### config.mk
export PLATFORM = sky130hd
export DESIGN_NAME = dma_req_gate
export DESIGN_NICKNAME = d
export VERILOG_FILES = /design/src/rtl/dma_req_pkg.sv /design/src/rtl/req_src_mux.sv /design/src/rtl/wait_stall_counter.sv /design/src/rtl/nb_irq_gate.sv /design/src/rtl/dma_req_gate.sv
export SDC_FILE = /design/constraint.sdc
export NUM_CORES = 1
export LEC_CHECK = 0
export ABC_CLOCK_PERIOD_IN_PS = 3500
export CAP_MARGIN = 15
export CORE_AREA = 5 5 42 44
export DETAILED_ROUTE_END_ITERATION = 16
export DIE_AREA = 0 0 47 49
export DONT_BUFFER_PORTS = 1
export SETUP_SLACK_MARGIN = 0.1
export SYNTH_ARGS = -nofsm -noshare
export SYNTH_HDL_FRONTEND = slang
export SYNTH_SLANG_ARGS = --single-unit
### constraint.sdc
create_clock -name clk -period 3.5 [get_ports clk]
set_clock_uncertainty 0.05 [all_clocks]
set_input_delay 0.175 -clock clk [delete_from_list [all_inputs] [get_ports clk]]
set_output_delay 0.175 -clock clk [all_outputs]
set_load 0.03 [all_outputs]
### src/rtl/dma_req_pkg.sv
package dma_req_pkg;
  typedef enum logic [1:0] {
    SRC_EXT    = 2'b00,
    SRC_SER_RX = 2'b01,
    SRC_SER_TX = 2'b10,
    SRC_DISK   = 2'b11
  } req_src_e;

  localparam int NUM_SRC = 4;

  // Internal sources take their write acknowledge from the bus.
  function automatic logic src_uses_bus_ack(input logic [1:0] sel);
    return sel != SRC_EXT;
  endfunction
endpackage

### src/rtl/req_src_mux.sv
module req_src_mux
  import dma_req_pkg::*;
(
  input  logic [1:0]         sel,
  input  logic [NUM_SRC-1:0] req_vec,
  input  logic               ack_bus,
  input  logic               ack_mem,
  output logic               sel_req,
  output logic               ack_evt
);
  logic [NUM_SRC-1:0] hit;

  genvar g;
  generate
    for (g = 0; g < NUM_SRC; g++) begin : g_src
      assign hit[g] = (sel == g[1:0]) & req_vec[g];
    end
  endgenerate

  assign sel_req = |hit;
  assign ack_evt = src_uses_bus_ack(sel) ? ack_bus : ack_mem;
endmodule

### src/rtl/wait_stall_counter.sv
module wait_stall_counter #(
  parameter int WAIT_W = 8
) (
  input  logic              clk,
  input  logic              rst_n,
  input  logic              no_hs,
  input  logic [WAIT_W-1:0] wait_len,
  input  logic              load,
  input  logic              cancel,
  output logic              busy
);
  logic [WAIT_W-1:0] cnt_q;

  // Cancel beats load; load (also mid-count) restarts; else count down to 0.
  function automatic logic [WAIT_W-1:0] next_cnt(
    input logic [WAIT_W-1:0] cur,
    input logic              ld,
    input logic              cn,
    input logic [WAIT_W-1:0] len
  );
    if (cn)                 return '0;
    else if (ld)            return len;
    else if (cur != '0)     return cur - 1'b1;
    else                    return '0;
  endfunction

  always_ff @(posedge clk or negedge rst_n) begin
    if (!rst_n) cnt_q <= '0;
    else        cnt_q <= next_cnt(cnt_q, load & no_hs, cancel, wait_len);
  end

  assign busy = no_hs & (cnt_q != '0);
endmodule

### src/rtl/nb_irq_gate.sv
module nb_irq_gate (
  input  logic clk,
  input  logic rst_n,
  input  logic buf_on,
  input  logic irq_en,
  input  logic irq_clr,
  output logic entry,
  output logic irq
);
  logic buf_on_q;

  assign entry = buf_on & ~buf_on_q;

  always_ff @(posedge clk or negedge rst_n) begin
    if (!rst_n) begin
      buf_on_q <= 1'b0;
      irq      <= 1'b0;
    end else begin
      buf_on_q <= buf_on;
      if (entry && irq_en) irq <= 1'b1;
      else if (irq_clr)    irq <= 1'b0;
    end
  end
endmodule

### src/rtl/dma_req_gate.sv
module dma_req_gate
  import dma_req_pkg::*;
#(
  parameter int WAIT_W = 8
) (
  input  logic              clk,
  input  logic              rst_n,
  input  logic [1:0]        cfg_src_sel,
  input  logic              cfg_no_hs,
  input  logic [WAIT_W-1:0] cfg_wait,
  input  logic              cfg_nb_irq_en,
  input  logic              ctrl_wr,
  input  logic              req_ext,
  input  logic              req_ser_rx,
  input  logic              req_ser_tx,
  input  logic              req_disk,
  input  logic              ack_bus,
  input  logic              ack_mem,
  input  logic              buf_on,
  input  logic              irq_clr,
  output logic              req_out,
  output logic              stall_busy,
  output logic              nb_irq
);
  logic [NUM_SRC-1:0] req_vec;
  logic               sel_req;
  logic               ack_evt;
  logic               nb_entry;

  assign req_vec = {req_disk, req_ser_tx, req_ser_rx, req_ext};

  req_src_mux u_mux (
    .sel     (cfg_src_sel),
    .req_vec (req_vec),
    .ack_bus (ack_bus),
    .ack_mem (ack_mem),
    .sel_req (sel_req),
    .ack_evt (ack_evt)
  );

  wait_stall_counter #(.WAIT_W(WAIT_W)) u_cnt (
    .clk      (clk),
    .rst_n    (rst_n),
    .no_hs    (cfg_no_hs),
    .wait_len (cfg_wait),
    .load     (ack_evt),
    .cancel   (ctrl_wr),
    .busy     (stall_busy)
  );

  nb_irq_gate u_irq (
    .clk     (clk),
    .rst_n   (rst_n),
    .buf_on  (buf_on),
    .irq_en  (cfg_nb_irq_en),
    .irq_clr (irq_clr),
    .entry   (nb_entry),
    .irq     (nb_irq)
  );

  assign req_out = sel_req & ~stall_busy;
endmodule

# Word-level counts from Yosys, hierarchy flattened
# Cells that the tools add are included.
# op_classes
bitwise_logic	10
n_reduce_logical	6
add_sub_neg	1
n_mux	6
eq_ne	3
# op_table
operator	count
$mux W8	3
$and A1 B1 Y1	8
$reduce_bool A8 Y1	1
$sub A8 B1 Y8 const B	1
$eq A2 B2 Y1 const B	2
$reduce_bool A2 Y1	2
$reduce_or A4 Y1	1
$mux W1	3
$eq A2 B1 Y1 const B	1
$logic_not A2 Y1	1
$not A1 Y1	2
$logic_and A1 B1 Y1	1
# totals
regBits	10
wordCells	29
out_inout_bits	3
inputBits	23

# Logic depth before layout (Yosys ltp)
# depth
depth_word	5
depth_mapped	6
depth_no_buf	6

# Hierarchy
# Synthesis repeated with hierarchy kept, for this count alone.
# unflattened
cells_unflattened	64
area_unflattened_um2	625.6
# modules_own_cells
module	seq_area_each_um2	area_each_um2	cells_each	instances
wait_stall_counter	200.2	498.0	55	1
nb_irq_gate	50.0	76.3	5	1
req_src_mux	0.0	37.5	3	1
dma_req_gate	0.0	13.8	1	1

# Worst setup path before layout
# Ideal clock, no wire load.
# synth_timing
path_kind	register to output
start	reg u_cnt.cnt_q[4]
end	out req_out
n_path_buf	0
slack_ps	1900
t_arrival_ps	1375
path_stages_with_launch	5
required_time_ps	3275
cell_sequence	dfrtp_1 > nor4_4 > nand4_4 > and2_4 > nor2b_4
# synth_between
elab_chain_cells	4
# synth_lines
element	line_no	rtl
start, declared	wait_stall_counter.sv:12	logic [WAIT_W-1:0] cnt_q;
start signal, assigned	wait_stall_counter.sv:29	else cnt_q <= next_cnt(cnt_q, load & no_hs, cancel, wait_len);
$reduce_bool A8 Y1	wait_stall_counter.sv:32	assign busy = no_hs & (cnt_q != '0);
$and A1 B1 Y1	wait_stall_counter.sv:32	
named net stall_busy	dma_req_gate.sv:22	output logic stall_busy,
$not A1 Y1	dma_req_gate.sv:61	assign req_out = sel_req & ~stall_busy;
$and A1 B1 Y1	dma_req_gate.sv:61	
end, declared	dma_req_gate.sv:21	output logic req_out,
# The timed path passes the listed nets, and every way through them passes these cells.

# Final worst setup path
# layout_timing
start	reg u_cnt.cnt_q[0]
end	reg u_cnt.cnt_q[4]
# layout_between
elab_chain_cells	4
word_cells_on_any_way	5
cone_classes	1 x add/sub; 3 x mux; 1 x reduce/logical
# layout_lines
element	line_no	rtl
$sub A8 B1 Y8 / $reduce_bool A8 Y1 (equally long branches)	wait_stall_counter.sv:23	else if (cur != '0) return cur - 1'b1;
$mux W8 *	wait_stall_counter.sv:23	
$mux W8 *	wait_stall_counter.sv:22	else if (ld) return len;
$mux W8 *	wait_stall_counter.sv:21	if (cn) return '0;
# Mark *: on every way between the ends. The rest lies on a longest branch, timed or not.
# A chain may end at the register's enable or synchronous reset.

==> results_dict.tcl <==
set metrics [dict create \
    cp.arrival_ns 2.14 \
    antenna_found_initial 0 \
    crit_end "u_cnt.cnt_q[4]$_DFF_PN0_" \
    crit_fanout 3 \
    fin_tns_setup_ns 0 \
    leakage_nw 0.356 \
    clockRootBuffer "clkbuf_4" \
    cts_resized 0 \
    netlist_area_um2 664 \
    ioPinCount 26 \
    grt_max_degree 11 \
    fmax_mhz 503 \
    path_clk_slew_ns 0.07 \
    h-tree-depth 1 \
    grt_use_total_pct 13.6 \
    syn_nets 89 \
    synthCells 64 \
    min_path_cells 2 \
    powerDensity_nw_per_um2 804 \
    wire_per_inst_um 14.5 \
    max-cap-violations 0 \
    hold_viol 0 \
    place_ws_ns 1.80 \
    drive_gt1_share_pct 19.5 \
    fillerInstances 134 \
    max_slew.worst_pin.slew_ns 0.454 \
    postCtsHoldBufs 9 \
    row_count 14 \
    syn2layout_area_growth_pct 23.0 \
    grt_pass1_vias 527 \
    cts_tree "yes" \
    relSlewSlack_pct 69.7 \
    synth_warnings 0 \
    rsz0062_at_grt "false" \
    critPathLaunch "u_cnt.cnt_q[0]$_DFF_PN0_" \
    grt-ovfl-total 0 \
    r2r_start "u_cnt.cnt_q[0]$_DFF_PN0_" \
    endpoint_kind "flop" \
    cts.path.max_buffers 2 \
    reg2reg_depth 7 \
    place_congestion 0.696 \
    finalCritPeriodShare_pct 56.8 \
    numCtsBuffers 3 \
    crit_path_start_kind "flop" \
    vias 509 \
    fin_ws_ns 1.51 \
    final_util_pct 58.3 \
    drt-initial-drc-count 9 \
    viasPerCell 5.47 \
    setup_violations 0 \
    period_needed_ns 1.99 \
    status "finished clean" \
    dp_hpwl_um 1010 \
    drt_wl_total_um 1350 \
    r2r_end "u_cnt.cnt_q[4]$_DFF_PN0_" \
    multi_input_area_um2 392 \
    dieArea_um2 2300 \
    reg2reg_slack_ns 1.51 \
    drc 0 \
    start_util_pct 47.4 \
    max-vdd-ir-drop_uv 401 \
    nNetsFinal 103 \
    antenna_left 0 \
    synth.avg_cell_area_um2 10.4 \
    grt_pass1_wl_um 2300 \
    die_y_um 49 \
    n_antenna_cell 0 \
    die_w_um 47 \
    seq_area_um2 250 \
    synth_seq_area_share_pct 37.7 \
    required_ns 3.65 \
    path_class "reg2reg" \
    hold_path_class "in2reg" \
    core_area_um2 1400 \
    port_buffers 0 \
    yosys_register_bits 10 \
    post_cts_buffers 0 \
    cts_sinks 10 \
    drt-pass1-iter-count 3 \
    ys_types 27 \
    clk_latency_ns 0.26 \
    final_max_slew_viol_count 0 \
]
==> through the flow <==
| step | power (mW) | area (µm²) | hold slack, ns | std cells |
|---|---|---|---|---|
| 4_1_cts | 0.662 | 807 | 0.00116 | 92 |
| 6_report | 0.657 | 817 | 0.0202 | 93 |
| 3_3_place_gp | 0.535 | 681 | -0.170 | 79 |
| 5_1_grt | 0.707 | 817 | 0.0128 | 93 |
| 3_5_place_dp | 0.536 | 681 | -0.170 | 79 |
| 2_1_floorplan | 0.490 | 664 | -0.171 | 64 |
==> state kept, by name, summed over array words and instances (netlist names) <==
name and cells:
u_irq.buf_on_q 1, u_irq.irq 1, u_cnt.cnt_q 8
==> final cells by class <==
cell class	count	area share, %
flip-flops and latches	10	30.6
well taps	16	2.45
inverters	5	2.30
repair buffers	10	12.3
clock buffers	4	4.44
multi-input cells	48	47.9
==> power breakdown <==
group / internal (mW) / total (mW) / switching (mW)
combinational: 0.168 / 0.339 / 0.172
sequential: 0.156 / 0.214 / 0.0583
clock: 0.0631 / 0.103 / 0.0402
total: 0.386 / 0.657 / 0.270
==> logic make-up (layout without fill, tap and decap cells) <==
group | Yosys count | count (layout) | synth area share (%)
xor gates and xnor gates | 5 | 5 | 6.59
and+or+nand+nor | 26 | 26 | 28.6
buffers and inverters | 6 | 19 | 3.39
muxes | 1 | 1 | 3.39
AOI/OAI and AO/OA | 14 | 14 | 16.6
adders and majority gates | 2 | 2 | 3.77
DFF | 10 | 10 | 37.7
==> placed cells by master, fill, tap and decap left out, types with 2 or more instances in the layout <==
master	count
dlygate4sd3_1	10
inv_1	5
clkbuf_4	3
ha_1	2
a21oi_1	6
dfrtp_1	10
nor3b_2	2
nor2_1	3
nand3_1	4
nand3b_1	3
nand2_1	8
xor2_1	4
==> cell usage after synthesis <==
library cell | number | share of area, %
nor4_4 | 1 | 3.2
nand4_4 | 1 | 3.2
nor3b_2 | 2 | 3.8
nor3_2 | 1 | 1.5
a31oi_4 | 1 | 3.2
nand3b_1 | 3 | 3.4
xor2_1 | 4 | 5.3
nor4_1 | 1 | 0.94
nor2b_4 | 1 | 2.1
a21oi_1 | 6 | 4.5
o211a_1 | 1 | 1.5
o31ai_2 | 1 | 1.9
o31ai_1 | 1 | 1.1
a31oi_1 | 1 | 0.94
ha_1 | 2 | 3.8
mux4_2 | 1 | 3.4
nand3_1 | 4 | 3.0
o22ai_1 | 1 | 0.94
xnor2_1 | 1 | 1.3
nor2_1 | 3 | 1.7
buf_1 | 1 | 0.56
a211oi_1 | 1 | 1.1
dfrtp_1 | 10 | 38
inv_1 | 5 | 2.8
nand2_1 | 8 | 4.5
a31o_2 | 1 | 1.3
and2_4 | 1 | 1.3
==> worst min-delay path by stage <==
stage / to / from
floorplan: u_cnt.cnt_q[0]$_DFF_PN0_ / rst_n
global placement: u_cnt.cnt_q[7]$_DFF_PN0_ / rst_n
detailed placement: u_irq.irq$_DFFE_PN0P_ / rst_n
CTS: u_irq.irq$_DFFE_PN0P_ / buf_on
global route: u_irq.irq$_DFFE_PN0P_ / buf_on
finish: u_irq.irq$_DFFE_PN0P_ / buf_on
==> layer usage <==
layer | wire [µm] | GRT usage (%)
met3 | 47 | 4.06
met5 | 0 | 0
met4 | 0 | 5.53
met2 | 700 | 19.7
met1 | 602 | 18.3
==> critical path: stages (launching register included) <==
cell and delay, ns:
dfrtp_1 0.41, inv_1 0.11, ha_1 0.19, nor3b_2 0.20, xor2_1 0.18, nand3_1 0.10
a21oi_1 0.15, dlygate4sd3_1 0.55
No activity file was read; power rests on OpenSTA's default activity.
